==> src/rtl/sclk_timer.sv <==
module sclk_timer #(
  parameter int CNT_W   = 20,
  parameter int PRE_W   = 16,
  parameter int PER_W   = 16,
  parameter int DW      = 20,
  parameter int PRE_RST = 32768
) (
  input  logic          clk,
  input  logic          rst_n,
  input  logic          bus_rd,
  input  logic          bus_wr,
  input  logic [2:0]    bus_addr,
  input  logic [DW-1:0] bus_wdata,
  output logic [DW-1:0] bus_rdata,
  output logic          irq
);
  localparam logic [2:0] A_PRE = 3'd0, A_PER = 3'd1, A_ALM = 3'd2, A_CNT = 3'd3,
                         A_STS = 3'd4, A_EN  = 3'd5, A_DIS = 3'd6, A_MSK = 3'd7;

  logic [PRE_W-1:0] pre_val, pre_cnt;
  logic [PER_W-1:0] per_val, per_cnt;
  logic [CNT_W-1:0] rtc, alm, rtc_nxt;
  logic [3:0]       sts, ien, evt;
  logic             wr_pre, wr_per, rd_sts, tick, pit_hit, alm_hit;

  assign wr_pre  = bus_wr && bus_addr == A_PRE;
  assign wr_per  = bus_wr && bus_addr == A_PER;
  assign rd_sts  = bus_rd && bus_addr == A_STS;
  assign tick    = pre_cnt == pre_val - 1'b1;
  assign rtc_nxt = rtc + 1'b1;
  assign alm_hit = tick && !wr_pre && rtc_nxt == alm;
  assign pit_hit = per_val != '0 && per_cnt == per_val - 1'b1 && !wr_per;
  assign evt     = {alm_hit, tick && !wr_pre, 1'b0, pit_hit};
  assign irq     = |(sts & ien);

  always_ff @(posedge clk or negedge rst_n)
    if (!rst_n) begin
      pre_val <= PRE_W'(PRE_RST);
      pre_cnt <= '0;
      rtc     <= '0;
    end else if (wr_pre) begin
      pre_val <= bus_wdata[PRE_W-1:0];
      pre_cnt <= '0;
      rtc     <= '0;
    end else if (tick) begin
      pre_cnt <= '0;
      rtc     <= rtc_nxt;
    end else begin
      pre_cnt <= pre_cnt + 1'b1;
    end

  always_ff @(posedge clk or negedge rst_n)
    if (!rst_n) begin
      per_val <= '0;
      per_cnt <= '0;
    end else if (wr_per) begin
      per_val <= bus_wdata[PER_W-1:0];
      per_cnt <= '0;
    end else if (pit_hit || per_val == '0) begin
      per_cnt <= '0;
    end else begin
      per_cnt <= per_cnt + 1'b1;
    end

  always_ff @(posedge clk or negedge rst_n)
    if (!rst_n)                           alm <= '0;
    else if (bus_wr && bus_addr == A_ALM) alm <= bus_wdata[CNT_W-1:0];

  always_ff @(posedge clk or negedge rst_n)
    if (!rst_n) sts <= '0;
    else        sts <= (rd_sts ? 4'b0 : sts) | evt;

  always_ff @(posedge clk or negedge rst_n)
    if (!rst_n)                           ien <= '0;
    else if (bus_wr && bus_addr == A_EN)  ien <= ien | bus_wdata[3:0];
    else if (bus_wr && bus_addr == A_DIS) ien <= ien & ~bus_wdata[3:0];

  always_comb begin
    bus_rdata = '0;
    case (bus_addr)
      A_PRE:   bus_rdata = DW'(pre_val);
      A_PER:   bus_rdata = DW'(per_val);
      A_ALM:   bus_rdata = DW'(alm);
      A_CNT:   bus_rdata = DW'(rtc);
      A_STS:   bus_rdata = DW'(sts);
      A_MSK:   bus_rdata = DW'(ien);
      default: bus_rdata = '0;
    endcase
  end
endmodule

==> config.mk <==
export PLATFORM = sky130hd
export DESIGN_NAME = sclk_timer
export DESIGN_NICKNAME = d
export VERILOG_FILES = /design/src/rtl/sclk_timer.sv
export SDC_FILE = /design/constraint.sdc
export NUM_CORES = 1
export LEC_CHECK = 0
export BUFFER_PORTS_ARGS = -buffer_cell sky130_fd_sc_hd__buf_2
export CAP_MARGIN = 20
export CORE_ASPECT_RATIO = 0.6
export CORE_UTILIZATION = 25
export CTS_BUF_LIST = sky130_fd_sc_hd__clkbuf_2 sky130_fd_sc_hd__clkbuf_4 sky130_fd_sc_hd__clkbuf_8
export DETAILED_ROUTE_END_ITERATION = 16
export PLACE_DENSITY = 0.37
export RECOVER_POWER = 100
export SYNTH_ARGS = -nofsm -noshare
export SYNTH_HDL_FRONTEND = slang
export SYNTH_SLANG_ARGS = --single-unit
export TNS_END_PERCENT = 1
==> constraint.sdc <==
create_clock -name clk -period 3.81 [get_ports clk]
set_input_delay 0.1905 -clock clk [delete_from_list [all_inputs] [get_ports clk]]
set_output_delay 0.1905 -clock clk [all_outputs]
set_load 0.02 [all_outputs]
==> results.md <==
- Max VDD drop: about 0.00019 V
- First-pass GRT wire length: between 40000 and 50000 um
- Failing checks: max-capacitance violations, max-slew violations
- Number of distinct library cells after synthesis: 71
- Setup repair bufs after CTS: 0
- Worst endpoint required time: 4.16 ns
- Hold Buf Count CTS: 16
- Placer Congestion: 0.8494
- Post-cts sizing count: 0
- Seq cells post-synth: about 110
- Max FO, Critical Path: 23
- MaxCap Viol Count: 2
- Top_reg_cell synth: dfrtp_1
- DP HPWL: just under 20000 um
- Slew Limit Headroom: -98.77%
- Via density: ~5.0
- Worst hold slack: 0.04461 ns
- Die width: approximately 230 um
- Post-Syn Nets: around 860
- Leak: around 3.6 nW
- Max Clk Rate: around 0.30 GHz
- Critical path type: reg -> reg
- Post-route setup slack: just under 0.5 ns
- Non-Filler Instances: ~1300
- CP Capture Type: register
- Wirelength per Cell: 20.51 um
- Clk sink count: around 110
- Die H: about 140 um
- DRC viols: 0
- Die area: ~31000 um^2
- Final nets: approximately 900
- CTS tree: done
- Drt pass-1 iters: 5
- Ys Warns: 0
- RSZ-0062 raised after global routing: no
- Via Count: 6382
- Crit path time final: about 3.3 ns
- Tot Pwr: around 3.8 mW
- Vias in the first global route: just under 6000
- TritonCTS Buffers: 9
- Status: finished, violations left
- Async SR Flop Fraction: 100.0%
- Arrival time worst endpoint: ~3.7 ns
- Final WL: 26230 um
- CTS root buffer: clkbuf_8
- Clock Tree Buf Depth: 2
- Reg2reg start: pre_val[0]$_DFFE_PN0P_
- Fin. Hold Viols: 0
- Core box area: 29980 um^2
- Placed instance area: just over 8000 um^2
- Final ANT Viol Nets: 0
- Sequential area share after synthesis: between 30% and 40%
- Layout cell share with drive strength beyond 1: between 10 and 15%
- Pwr Density: roughly 450 nW/um^2
- CTS H-tree lvls: 3
- Mapped cell area: about 7600 um^2
- Placed Instances: around 1200
- Row Count: a little under 50
- Synthesized instance count: just over 800
- GR Util All Layers: between 10% and 20%
- Post-route setup TNS: 0 ns
- Post-route cell area: between 8000 and 9000 um^2
- Endpoints failing setup: 0
- Worst Tran Pin Value: approximately 3.0 ns
- Number of synthesized flops with an enable pin: 0
- HP Class: in -> reg
- WHS Path Cells: 3
- Syn_area_per_cell: 9.193 um^2
- Area Overhead vs Synth: 12.03%
- Fin util: around 28%
- Port Buffers: 47
- Clock-pin slew on the worst setup and hold paths: around 0.13 ns
- R2R Setup Slk: 0.49 ns
- CP max stage delay: 0.70 ns
- Crit-path cells: inv_1 > ha_1 > nor3b_1 > nand3_1 > o221ai_1 > o2111ai_1 > nor4_4 > buf_4 > nand2_1 > and3_1
- Clk Latency, worst-skew pair: ~0.45 ns
- Critical-path top delay cell: nor3b_1
- RR Endpoint: pre_cnt[1]$_DFF_PN0_
- DP Worst Slack: approximately 0.51 ns
- Clk_skew: 0.02814 ns
- Initial core utilization: 25.42%
- CP Capture Point: pre_cnt[1]$_DFF_PN0_
- I/O pins: between 40 and 50
- Antenna violations before repair: 0
- Largest net degree at the start of global routing: 50
- Tcrit/Tclk final: 87.19%
- Worst r2r path cells: 10
- Max Slew Vio Count: between 80 and 90
- Startpoint types: register
- DRT iter0 DRCs: around 600
- GRT overflow: 0
- Crit. Startpoint: pre_val[0]$_DFFE_PN0P_
## critical path: cells and delay by family, from the launching register on
family	cells	cell delay, ns
AOI/OAI and AO/OA	2	0.53
buffers and inverters	2	0.43
DFF	1	0.48
and+or+nand+nor	5	1.60
adders and majority gates	1	0.20
## logic make-up after synthesis
logic type                 synth area share [%]
adders and majority gates                0.9850
AOI/OAI and AO/OA                         9.506
buffers and inverters                     4.712
muxes                                     11.61
xor gates and xnor gates                  10.23
DFF                                       36.46
and+or+nand+nor                           26.50
## layout make-up
cell class / instances / area [um^2]
Inverter: 15 / 56.30
Sequential cell: 111 / 2779
Clock inverter: 6 / 75.07
Fill cell: 3186 / 21440
Multi-Input combinational cell: 643 / 4457
Timing Repair Buffer: 85 / 520.5
Antenna cell: 1 / 2.502
Clock buffer: 10 / 137.6
Tap cell: 408 / 510.5
## report_power, final
part	leakage (nW)	total (mW)	switching [mW]	internal, mW
sequential	1.41	1.76	0.391	1.37
combinational	2.05	1.24	0.665	0.570
clock	0.105	0.827	0.496	0.331
total	3.57	3.83	1.55	2.27
## how the worst min path moves through the flow
stage	startpoint	endpoint
after floorplan	rst_n	asynchronous set/reset pin
after global placement	rst_n	rtc[14]$_DFFE_PN0P_
after detailed placement	rst_n	rtc[14]$_DFFE_PN0P_
after CTS	bus_wdata[13]	pre_val[13]$_DFFE_PN0P_
after global routing	bus_wdata[3]	pre_val[3]$_DFFE_PN0P_
final	bus_wdata[13]	pre_val[13]$_DFFE_PN0P_
## Yosys cell counts, types with 4 or more instances
cell / n / area [um^2]
o2111ai_1: 5 / 43.79
mux2i_1: 25 / 250.2
and2_1: 6 / 37.54
or4_1: 7 / 52.55
nand2_1: 116 / 435.4
and3_1: 17 / 106.4
nor2b_1: 18 / 112.6
dfrtp_1: 110 / 2753
buf_2: 4 / 20.02
nor3b_1: 8 / 60.06
inv_1: 15 / 56.30
buf_1: 5 / 18.77
a221oi_1: 5 / 43.79
nand2b_1: 21 / 131.4
xor2_1: 38 / 332.8
nand3_1: 46 / 230.2
nor3_1: 17 / 85.08
nor3_2: 11 / 110.1
ha_1: 6 / 75.07
nand4b_1: 5 / 43.79
mux4_2: 11 / 247.7
buf_6: 6 / 67.56
nor4_1: 14 / 87.58
o31ai_1: 6 / 45.04
clkbuf_1: 41 / 153.9
and4_1: 6 / 52.55
o21ai_0: 24 / 120.1
a31oi_1: 5 / 31.28
a211oi_1: 4 / 30.03
o22ai_1: 4 / 25.02
nand4_1: 15 / 93.84
o21a_1: 4 / 30.03
xnor2_1: 51 / 446.7
or3_1: 7 / 43.79
a21oi_1: 14 / 70.07
nor2_1: 47 / 176.4
mux2_2: 32 / 360.4
## cell usage in the layout (no fill, tap or decap), drive strengths merged, types with 5 or more instances in the layout
cell	Yosys	routed
a21oi	14	14
mux2i	25	25
a31oi	5	5
dfrtp	110	110
nand2	116	116
o21ai	24	24
nand3	46	46
buf	19	42
dlygate4sd3	0	16
inv	15	17
and2	6	6
nand2b	21	21
a221oi	5	5
nor2	47	47
mux2	32	32
o31ai	6	6
xor2	38	38
nor4	17	17
ha	6	6
a211oi	5	5
o2111ai	5	5
or3	7	7
and4	6	6
xnor2	51	51
and3	17	17
nor3	28	28
nor2b	18	18
nand4	15	15
clkbuf	41	37
nor3b	8	8
nand4b	5	5
or4	8	8
mux4	12	12
## layer usage
metal  global-route usage [%]  routed length [um]
met3                    3.071                1378
met1                    30.18               14860
met5                        0                   0
met4                    3.132                 161
met2                    22.00                9828
## state kept, by name, indices dropped and copies added, names as in the netlist, named ones only
signal,flops
alm,20
rtc,20
per_cnt,16
per_val,16
pre_cnt,16
pre_val,16
sts,3
Power figures use the tool's default switching activity.
